==> src/rtl/opr_pkg.sv <==
package opr_pkg;

    localparam int INSTR_W  = 64;
    localparam int FIELD_W  = 16;
    localparam int TAG_W    = 3;
    localparam int NUM_OPS  = 3;
    localparam int TAG_LSB  = NUM_OPS * FIELD_W;
    localparam int OPC_LSB  = TAG_LSB + NUM_OPS * TAG_W;
    localparam int OPC_W    = INSTR_W - OPC_LSB;
    localparam int KIND_W   = 6;
    localparam int DPAGE_W  = INSTR_W - KIND_W - 3 * FIELD_W;

    typedef enum logic [2:0] {
        FLT_NONE   = 3'd0,
        FLT_TAG    = 3'd1,
        FLT_BOUNDS = 3'd2,
        FLT_PAGE   = 3'd3,
        FLT_KIND   = 3'd4
    } fault_e;

    typedef enum logic [1:0] {
        MODE_IMM,
        MODE_LOCAL,
        MODE_INDIR,
        MODE_BAD
    } mode_e;

    typedef struct packed {
        logic [KIND_W-1:0]  kind;
        logic [DPAGE_W-1:0] page;
        logic [FIELD_W-1:0] word;
        logic [FIELD_W-1:0] len;
        logic [FIELD_W-1:0] idx;
    } desc_t;

    localparam logic [KIND_W-1:0] KIND_VAR   = 6'd0;
    localparam logic [KIND_W-1:0] KIND_CONST = 6'd1;

    function automatic mode_e tag_mode(input logic [TAG_W-1:0] t);
        case (t)
            3'd1:    return MODE_IMM;
            3'd2:    return MODE_LOCAL;
            3'd3:    return MODE_INDIR;
            default: return MODE_BAD;
        endcase
    endfunction

    function automatic logic [TAG_W-1:0] tag_of(input logic [NUM_OPS*TAG_W-1:0] grp,
                                                input int k);
        return grp[k*TAG_W +: TAG_W];
    endfunction

endpackage

==> src/rtl/opr_page_table.sv <==
module opr_page_table #(
    parameter int DEPTH   = 16,
    parameter int IDX_W   = $clog2(DEPTH),
    parameter int ENTRY_W = 25,
    parameter int VP_W    = 11
) (
    input  logic               clk,
    input  logic               rst,
    input  logic               wr_en,
    input  logic [IDX_W-1:0]   wr_idx,
    input  logic [ENTRY_W-1:0] wr_data,
    input  logic [VP_W-1:0]    rd_page,
    output logic               rd_absent,
    output logic [ENTRY_W-2:0] rd_base
);

    localparam logic [ENTRY_W-1:0] ABSENT = {1'b1, {(ENTRY_W-1){1'b0}}};

    logic [ENTRY_W-1:0] rows [DEPTH];

    genvar g;
    generate
        for (g = 0; g < DEPTH; g++) begin : g_row
            always_ff @(posedge clk) begin
                if (rst) begin
                    rows[g] <= ABSENT;
                end else if (wr_en && (wr_idx == IDX_W'(g))) begin
                    rows[g] <= wr_data;
                end
            end
        end
    endgenerate

    logic               in_range;
    logic [ENTRY_W-1:0] sel;

    always_comb begin
        in_range  = (rd_page < VP_W'(DEPTH));
        sel       = rows[rd_page[IDX_W-1:0]];
        rd_absent = !in_range || sel[ENTRY_W-1];
        rd_base   = sel[ENTRY_W-2:0];
    end

endmodule

==> src/rtl/opr_index_xlate.sv <==
module opr_index_xlate
    import opr_pkg::*;
#(
    parameter int PAGE_BITS = 12,
    parameter int LIN_W     = DPAGE_W + PAGE_BITS + 1,
    parameter int VP_W      = LIN_W - PAGE_BITS
) (
    input  desc_t                desc,
    input  logic [INSTR_W-1:0]   j_val,
    output logic                 bounds_bad,
    output logic [VP_W-1:0]      vpage,
    output logic [PAGE_BITS-1:0] offset
);

    logic [FIELD_W-1:0] j_minus1;
    logic [LIN_W-1:0]   lin;
    logic               too_low;
    logic               too_high;

    always_comb begin
        too_low    = $signed(j_val) < 64'sd1;
        too_high   = $signed(j_val) > $signed({{(INSTR_W-FIELD_W){1'b0}}, desc.len});
        bounds_bad = too_low || too_high;
        j_minus1   = j_val[FIELD_W-1:0] - 16'd1;
        lin        = LIN_W'({desc.page, {PAGE_BITS{1'b0}}})
                   + LIN_W'(desc.word)
                   + LIN_W'(j_minus1);
        vpage      = lin[LIN_W-1:PAGE_BITS];
        offset     = lin[PAGE_BITS-1:0];
    end

endmodule

==> src/rtl/opr_seq.sv <==
module opr_seq
    import opr_pkg::*;
#(
    parameter int PADDR_W   = 24,
    parameter int PAGE_BITS = 12
) (
    input  logic                 clk,
    input  logic                 rst,
    input  logic                 start,
    input  logic [INSTR_W-1:0]   instr,
    input  logic [PADDR_W-1:0]   data_base,
    output logic                 mem_req,
    output logic [PADDR_W-1:0]   mem_addr,
    input  logic                 mem_rvalid,
    input  logic [INSTR_W-1:0]   mem_rdata,
    output desc_t                desc_o,
    output logic [INSTR_W-1:0]   j_o,
    input  logic                 bounds_bad,
    input  logic                 pt_absent,
    input  logic [PADDR_W-1:0]   pt_base,
    input  logic [PAGE_BITS-1:0] offset,
    output logic                 done,
    output logic [2:0]           fault_code,
    output logic [OPC_W-1:0]     opcode,
    output logic [NUM_OPS-1:0]   op_imm,
    output logic [PADDR_W-1:0]   op_val_a,
    output logic [PADDR_W-1:0]   op_val_b,
    output logic [PADDR_W-1:0]   op_val_c
);

    typedef enum logic [2:0] {
        S_IDLE,
        S_OPER,
        S_DESC,
        S_IDX,
        S_XL,
        S_DONE
    } state_e;

    state_e                       state;
    logic [NUM_OPS*FIELD_W-1:0]   fields_q;
    mode_e                        mode_q [NUM_OPS];
    logic [PADDR_W-1:0]           base_q;
    logic [1:0]                   cur;
    desc_t                        desc_q;
    logic [INSTR_W-1:0]           j_q;
    fault_e                       fault_q;
    logic [PADDR_W-1:0]           val_q [NUM_OPS];
    logic [NUM_OPS-1:0]           imm_q;
    logic [OPC_W-1:0]             opc_q;

    logic [FIELD_W-1:0]           cur_field;
    mode_e                        cur_mode;
    logic [PADDR_W-1:0]           local_addr;
    logic [PADDR_W-1:0]           idx_addr;
    desc_t                        rd_desc;
    logic                         last_op;

    always_comb begin
        cur_field  = fields_q[int'(cur)*FIELD_W +: FIELD_W];
        cur_mode   = mode_q[cur];
        local_addr = base_q + PADDR_W'(cur_field);
        idx_addr   = base_q + PADDR_W'(desc_q.idx);
        rd_desc    = desc_t'(mem_rdata);
        last_op    = (cur == 2'd0);
        mem_req    = (state == S_DESC) || (state == S_IDX);
        mem_addr   = (state == S_IDX) ? idx_addr : local_addr;
    end

    always_ff @(posedge clk) begin
        if (rst) begin
            state    <= S_IDLE;
            fields_q <= '0;
            base_q   <= '0;
            cur      <= 2'd0;
            desc_q   <= '0;
            j_q      <= '0;
            fault_q  <= FLT_NONE;
            imm_q    <= '0;
            opc_q    <= '0;
            for (int k = 0; k < NUM_OPS; k++) begin
                mode_q[k] <= MODE_BAD;
                val_q[k]  <= '0;
            end
        end else begin
            case (state)
                S_IDLE: begin
                    if (start) begin
                        fields_q <= instr[TAG_LSB-1:0];
                        opc_q    <= instr[INSTR_W-1:OPC_LSB];
                        base_q   <= data_base;
                        cur      <= 2'(NUM_OPS - 1);
                        fault_q  <= FLT_NONE;
                        imm_q    <= '0;
                        for (int k = 0; k < NUM_OPS; k++) begin
                            mode_q[k] <= tag_mode(tag_of(instr[OPC_LSB-1:TAG_LSB], k));
                            val_q[k]  <= '0;
                        end
                        state <= S_OPER;
                    end
                end
                S_OPER: begin
                    case (cur_mode)
                        MODE_IMM, MODE_LOCAL: begin
                            if (cur_mode == MODE_IMM) begin
                                val_q[cur] <= PADDR_W'(cur_field);
                                imm_q[cur] <= 1'b1;
                            end else begin
                                val_q[cur] <= local_addr;
                            end
                            if (last_op) begin
                                state <= S_DONE;
                            end else begin
                                cur <= cur - 2'd1;
                            end
                        end
                        MODE_INDIR: state <= S_DESC;
                        default: begin
                            fault_q <= FLT_TAG;
                            state   <= S_DONE;
                        end
                    endcase
                end
                S_DESC: begin
                    if (mem_rvalid) begin
                        desc_q <= rd_desc;
                        if (rd_desc.kind == KIND_VAR) begin
                            state <= S_IDX;
                        end else if (rd_desc.kind == KIND_CONST) begin
                            j_q   <= INSTR_W'(rd_desc.idx);
                            state <= S_XL;
                        end else begin
                            fault_q <= FLT_KIND;
                            state   <= S_DONE;
                        end
                    end
                end
                S_IDX: begin
                    if (mem_rvalid) begin
                        j_q   <= mem_rdata;
                        state <= S_XL;
                    end
                end
                S_XL: begin
                    if (bounds_bad) begin
                        fault_q <= FLT_BOUNDS;
                        state   <= S_DONE;
                    end else if (pt_absent) begin
                        fault_q <= FLT_PAGE;
                        state   <= S_DONE;
                    end else begin
                        val_q[cur] <= pt_base + PADDR_W'(offset);
                        if (last_op) begin
                            state <= S_DONE;
                        end else begin
                            cur   <= cur - 2'd1;
                            state <= S_OPER;
                        end
                    end
                end
                S_DONE:  state <= S_IDLE;
                default: state <= S_IDLE;
            endcase
        end
    end

    assign desc_o     = desc_q;
    assign j_o        = j_q;
    assign done       = (state == S_DONE);
    assign fault_code = fault_q;
    assign opcode     = opc_q;
    assign op_imm     = imm_q;
    assign op_val_a   = val_q[0];
    assign op_val_b   = val_q[1];
    assign op_val_c   = val_q[2];

endmodule

==> src/rtl/opnd_resolver.sv <==
module opnd_resolver
    import opr_pkg::*;
#(
    parameter int PADDR_W   = 24,
    parameter int PAGE_BITS = 12,
    parameter int PT_DEPTH  = 16,
    parameter int PT_IDX_W  = $clog2(PT_DEPTH)
) (
    input  logic                 clk,
    input  logic                 rst,
    input  logic                 start,
    input  logic [63:0]          instr,
    input  logic [PADDR_W-1:0]   data_base,
    input  logic                 pt_we,
    input  logic [PT_IDX_W-1:0]  pt_idx,
    input  logic [PADDR_W:0]     pt_entry,
    output logic                 mem_req,
    output logic [PADDR_W-1:0]   mem_addr,
    input  logic                 mem_rvalid,
    input  logic [63:0]          mem_rdata,
    output logic                 done,
    output logic [2:0]           fault_code,
    output logic [6:0]           opcode,
    output logic [2:0]           op_imm,
    output logic [PADDR_W-1:0]   op_val_a,
    output logic [PADDR_W-1:0]   op_val_b,
    output logic [PADDR_W-1:0]   op_val_c
);

    localparam int LIN_W   = DPAGE_W + PAGE_BITS + 1;
    localparam int VP_W    = LIN_W - PAGE_BITS;
    localparam int ENTRY_W = PADDR_W + 1;

    desc_t                desc;
    logic [63:0]          j_val;
    logic                 bounds_bad;
    logic [VP_W-1:0]      vpage;
    logic [PAGE_BITS-1:0] offset;
    logic                 pt_absent;
    logic [PADDR_W-1:0]   pt_base;

    opr_seq #(
        .PADDR_W   (PADDR_W),
        .PAGE_BITS (PAGE_BITS)
    ) u_seq (
        .clk        (clk),
        .rst        (rst),
        .start      (start),
        .instr      (instr),
        .data_base  (data_base),
        .mem_req    (mem_req),
        .mem_addr   (mem_addr),
        .mem_rvalid (mem_rvalid),
        .mem_rdata  (mem_rdata),
        .desc_o     (desc),
        .j_o        (j_val),
        .bounds_bad (bounds_bad),
        .pt_absent  (pt_absent),
        .pt_base    (pt_base),
        .offset     (offset),
        .done       (done),
        .fault_code (fault_code),
        .opcode     (opcode),
        .op_imm     (op_imm),
        .op_val_a   (op_val_a),
        .op_val_b   (op_val_b),
        .op_val_c   (op_val_c)
    );

    opr_index_xlate #(
        .PAGE_BITS (PAGE_BITS),
        .LIN_W     (LIN_W),
        .VP_W      (VP_W)
    ) u_xlate (
        .desc       (desc),
        .j_val      (j_val),
        .bounds_bad (bounds_bad),
        .vpage      (vpage),
        .offset     (offset)
    );

    opr_page_table #(
        .DEPTH   (PT_DEPTH),
        .IDX_W   (PT_IDX_W),
        .ENTRY_W (ENTRY_W),
        .VP_W    (VP_W)
    ) u_pt (
        .clk       (clk),
        .rst       (rst),
        .wr_en     (pt_we),
        .wr_idx    (pt_idx),
        .wr_data   (pt_entry),
        .rd_page   (vpage),
        .rd_absent (pt_absent),
        .rd_base   (pt_base)
    );

endmodule

==> config.mk <==
export PLATFORM = sky130hd
export DESIGN_NAME = opnd_resolver
export DESIGN_NICKNAME = d
export VERILOG_FILES = /design/src/rtl/opr_pkg.sv /design/src/rtl/opr_page_table.sv /design/src/rtl/opr_index_xlate.sv /design/src/rtl/opr_seq.sv /design/src/rtl/opnd_resolver.sv
export SDC_FILE = /design/constraint.sdc
export NUM_CORES = 1
export LEC_CHECK = 0
export ABC_AREA = 1
export CORE_ASPECT_RATIO = 0.5
export CORE_MARGIN = 2
export CORE_UTILIZATION = 30
export CTS_CLUSTER_SIZE = 24
export DETAILED_ROUTE_END_ITERATION = 16
export SYNTH_ARGS = -nofsm -noshare
export SYNTH_HDL_FRONTEND = slang
export SYNTH_SLANG_ARGS = --single-unit
==> constraint.sdc <==
create_clock -name clk -period 8.7 [get_ports clk]
set_input_delay 2.61 -clock clk [delete_from_list [all_inputs] [get_ports clk]]
set_output_delay 2.61 -clock clk [all_outputs]
set_load 0.02 [all_outputs]
==> impl_table.tex <==
\begin{tabular}{lr}
\hline
Metric & Value \\
\hline
\multicolumn{2}{l}{\textbf{Floorplan}} \\
\quad Core outline area & 113000 um\^{}2 \\
\quad Core Rows & 87 \\
\quad Initial Utilization & 0.302 \\
\quad Number of primary I/O pins & 297 \\
\quad Vertical die dimension & 242 um \\
\quad Die outline area & about 120000 um\^{}2 \\
\quad Die X-Extent & 480 um \\
\multicolumn{2}{l}{\textbf{Synthesis}} \\
\quad Post-synthesis net count & 4129 \\
\quad Mean area per synthesized cell & a little under 9 um\^{}2 \\
\quad Sequential fraction of the synthesis area & 0.548 \\
\quad Cell accounting for the most synthesized area & edfxtp\_1 \\
\quad Top post-synthesis cells by area & edfxtp\_1 (42\%), dfxtp\_1 (13\%), nor2\_1 (7.7\%), nand2\_1 (7.4\%), nand3\_1 (4.2\%) \\
\quad Count of cell types in the netlist & 65 \\
\quad EDFF count, synth & 478 \\
\quad Number of warning messages in the yosys log & 0 \\
\quad Synthesized cell area & 34000 um\^{}2 \\
\quad Flop and latch count out of synthesis & 692 \\
\quad Cell count after synthesis & just under 4000 \\
\quad Most used flip-flop cell after synthesis & edfxtp\_1 \\
\quad Proportion of register bits with asynchronous set or reset after synthesis & 0 \\
\quad Post-synth top area share & 0.422 \\
\multicolumn{2}{l}{\textbf{Setup path}} \\
\quad Source of the worst register-to-register timing path & u\_seq.j\_o[0] \\
\quad Buf+Inv Stages, Crit Path & 7 \\
\quad Cell occurring most often along the worst timing path & nor2\_1 \\
\quad Worst setup path class & reg -> out \\
\quad Chain of cells forming the critical path & inv\_1, nor2\_1, clkinv\_1, buf\_4, o221ai\_1, ha\_1, inv\_1, fa\_1, inv\_1, a21oi\_1, nor2\_1, nor2\_1, nor2\_1, nand2\_1, nand2\_1, a21oi\_1, inv\_1, a21oi\_1, o21ai\_0, nand2\_1, xor2\_1, nor2\_1, a31oi\_1, clkdlybuf4s50\_1 \\
\quad Critical path arrival & 5.19 ns \\
\quad Worst-case register-to-register setup slack & 1.04 ns \\
\quad Kind of cell with the highest combined delay on the critical path & buffers and inverters \\
\quad Startpoint types & flip-flop \\
\quad RR Endpoint & u\_seq.val\_q[2][23] \\
\quad Largest driver fanout on the critical path & 9 \\
\quad Delay of the slowest critical-path stage & 0.64 ns \\
\quad Category of the worst setup path capture point & primary output \\
\quad Worst Path Required & 6.09 ns \\
\quad Number of cell instances on the worst register-to-register path & 42 \\
\quad Cell type of the slowest stage on the worst timing path & clkdlybuf4s50\_1 \\
\multicolumn{2}{l}{\textbf{CTS}} \\
\quad Number of CTS-inserted buffers & 71 \\
\quad CTS Sinks & 692 \\
\quad Clock tree from TritonCTS & done \\
\quad Post-CTS repair timing setup buffer count & 0 \\
\quad Maximum clock path buffer count & 3 \\
\quad Root buffer cell & clkbuf\_16 \\
\quad H-tree levels & 3 \\
\quad Post-cts resize count & 0 \\
\quad CTS clock-pin slew for the worst setup and hold paths & 0.06 ns \\
\quad Worst-Skew Late Latency & roughly 0.67 ns \\
\quad Post-cts hold buffer count & 0 \\
\multicolumn{2}{l}{\textbf{Routing}} \\
\quad Antenna Violating Nets Remaining & 0 \\
\quad Drc violations & 0 \\
\quad WL/cell & 20.0 um \\
\quad Starting DRC count in detailed routing & 2457 \\
\quad Count of TritonRoute iterations in the first routing pass & 7 \\
\quad Routed via count divided by cell count & roughly 5 \\
\quad Total via count after detailed routing & 28100 \\
\quad Sum of routed wire length over all layers & 113 mm \\
\multicolumn{2}{l}{\textbf{Min path}} \\
\quad Hold Crit Endpoint & u\_seq.fields\_q[1] \\
\quad Hold path start & u\_seq.fields\_q[1] \\
\quad Type of the tightest min-delay check & reg -> reg \\
\quad Hold Crit Depth & 2 \\
\multicolumn{2}{l}{\textbf{STA}} \\
\quad Final hold violation count & 0 \\
\quad Number of max-slew violations in the final report & 0 \\
\quad Final setup violation count & 0 \\
\quad Relative slew margins & 0.148 \\
\quad Post-Route Setup TNS & 0 ns \\
\quad Setup repair after global routing missed its margin & false \\
\quad Post-route minimum period & 7.80 ns \\
\quad Period Utilization, post-route & 0.897 \\
\quad Max frequency & 128 MHz \\
\quad Transition time at the pin with the least slew margin & 1.28 ns \\
\quad Clock Skew & 0.0216 ns \\
\multicolumn{2}{l}{\textbf{Power and ir drop}} \\
\quad Pwr/cell area & 351 nW/um\^{}2 \\
\quad Clock power frac & 0.230 \\
\quad Fraction of power consumed by combinational cells & 0.495 \\
\quad Switching power & 6450 uW \\
\quad Sw Share & 0.449 \\
\quad Design internal power & roughly 8000 uW \\
\quad Maximum VDD drop & approximately 0.00028 V \\
\quad Part of the power in registers & 0.275 \\
\quad Static power due to leakage & approximately 0.016 uW \\
\multicolumn{2}{l}{\textbf{Global routing}} \\
\quad Pin count of the biggest net entering global routing & 80 \\
\quad Global-route wire length before repair & 166 mm \\
\quad Via count of the first global-routing pass & around 27000 \\
\quad Combined global-route utilization of all metal layers & 0.187 \\
\quad Antenna violations before repair & 15 \\
\quad Remaining Overflow, GRT & 0 \\
\multicolumn{2}{l}{\textbf{Place}} \\
\quad Instance count after placement with tap cells included & approximately 5500 \\
\quad Input/output buffers & 296 \\
\quad Half-perimeter wire length after placement & 74.4 mm \\
\quad Gpl congestion & 0.908 \\
\multicolumn{2}{l}{\textbf{Finish}} \\
\quad Area delta synth->final & 20.3\% \\
\quad End-of-flow core utilization & 0.363 \\
\quad Number of fill cells & 11300 \\
\quad Sequential standard cell area & about 19000 um\^{}2 \\
\quad Ratio of cells with drive above 1 in the final layout & 0.0606 \\
\quad Combined area of the multi-input logic cells & 13100 um\^{}2 \\
\quad Cell Count, Final, Fillers Out & 5637 \\
\quad Total Nets Final & 4337 \\
\multicolumn{2}{l}{\textbf{Job}} \\
\quad Maxcap violations & 0 \\
\multicolumn{2}{l}{\textbf{Status}} \\
\quad Run status & completed \\
\hline
\end{tabular}
layer usage:
layer | part of all wire | track usage
met1 | 0.42 | 0.243
met2 | 0.48 | 0.309
met3 | 0.065 | 0.0338
met4 | 0.034 | 0.0705
met5 | 0.00025 | 0
worst min-delay path: stages (launching register included):
cell     delay, ns
dfxtp_1       0.32
nand2_1       0.05
nand2_1       0.05
cell usage after synthesis (2+ instances only):
cell and instances:
nor2_1 702, nand2_1 674, edfxtp_1 478, inv_1 360, nand3_1 286, o21ai_0 241
dfxtp_1 214, a21oi_1 213, clkbuf_1 142, ha_1 89, xor2_1 46, o221ai_1 43
buf_2 40, a22o_1 38, o211ai_1 30, nor3_1 29, xnor2_1 24, buf_1 16
nand4_1 16, buf_6 12, o21ai_1 12, nand2_2 11, buf_4 10, inv_2 10
o311ai_0 10, a31oi_1 8, fa_1 8, nand3_2 7, mux2i_1 6, nand3b_1 6
o21a_1 5, o22ai_1 5, or2_2 5, nand2_4 4, nor2_2 4, nor4_1 4
a21boi_0 3, clkinv_1 3, a21oi_2 2, nand3_4 2, nand4_2 2, o21ai_2 2
o21bai_1 2
worst max path at each step:
stage	to	cells past startpoint	startpoint	slack, ns
2_1_floorplan	u_seq.val_q[1][22]	47	u_seq.j_o[0]	2.12
6_report	mem_addr[18]	24	u_seq.cur[1]	0.90
5_1_grt	mem_addr[18]	24	u_seq.cur[1]	0.36
4_1_cts	mem_addr[20]	24	u_seq.cur[1]	0.86
3_5_place_dp	u_seq.val_q[1][22]	42	u_seq.j_o[0]	1.17
3_3_place_gp	u_seq.val_q[1][23]	34	u_seq.j_o[2]	1.29
registers in the layout, summed over array words and instances, names as in the netlist, 6 cells and up, named ones only:
register        count
u_seq.fields_q     48
u_seq.base_q       24
u_seq.val_q        72
u_pt.rows         400
u_seq.desc_o       58
u_seq.mode_q        6
u_seq.opcode        7
u_seq.j_o          64
cells in the final DEF (no fill, tap or decap), types with 8 or more instances in the layout:
cell type        synthesis  layout
a21oi_1                213     213
a22o_1                  38      38
a31oi_1                  8       8
buf_4                   10      60
bufinv_16                0      11
clkbuf_1               142      12
clkbuf_16                0      72
clkdlybuf4s50_1          0     295
clkinv_1                 3      15
clkinv_2                 1      10
dfxtp_1                214     214
diode_2                  0      12
edfxtp_1               478     478
fa_1                     8       8
ha_1                    89      89
inv_1                  360     359
inv_2                   10      11
nand2_1                674     668
nand2_2                 11      15
nand3_1                286     285
nand3_2                  7       8
nand4_1                 16      16
nor2_1                 702     700
nor3_1                  29      29
o211ai_1                30      30
o21ai_0                241     230
o21ai_1                 12      12
o21ai_2                  2      13
o221ai_1                43      43
o311ai_0                10      10
xnor2_1                 24      24
xor2_1                  46      46
final cells by class:
| cell class | count | area share |
|---|---|---|
| clock inverter | 43 | 0.0136 |
| sequential | 692 | 0.456 |
| tap | 1513 | 0.0463 |
| inverter | 374 | 0.0344 |
| antenna | 12 | 0.000734 |
| multi-input combinational | 2559 | 0.319 |
| timing repair buffer | 356 | 0.0834 |
| clock buffer | 88 | 0.0465 |
stage by stage:
stage	setup slack, ns	instance area [um^2]	hold WS (ns)	power [uW]
2_1_floorplan	2.12	34000	0.420	8660
3_3_place_gp	1.29	38400	0.429	11000
3_5_place_dp	1.17	38400	0.439	11000
4_1_cts	0.856	40900	0.454	14300
5_1_grt	0.363	40900	0.481	15200
6_report	0.896	40900	0.447	14400
power groups by stage:
stage | Combinational (uW) | Sequential (uW) | Clock (uW)
after floorplan | 4590 | 4070 | 0
after global placement | 6960 | 4010 | 0
after detailed placement | 7010 | 4010 | 0
after CTS | 7040 | 3940 | 3350
after global routing | 7720 | 3970 | 3480
final | 7110 | 3950 | 3300
kinds of logic (layout without fill, tap and decap cells):
kind of cell    Yosys count  in the layout  synth area share
mux                       6              6           0.00177
buf+inv                 595            861            0.0710
flops                   692            692             0.548
xor+xnor                 74             74            0.0206
other cells               0             12                 0
fa+ha+maj                97             97            0.0375
simple gates           1758           1758             0.214
compound gates          624            624             0.107
Note: power is estimated with default switching activity, not from simulation.
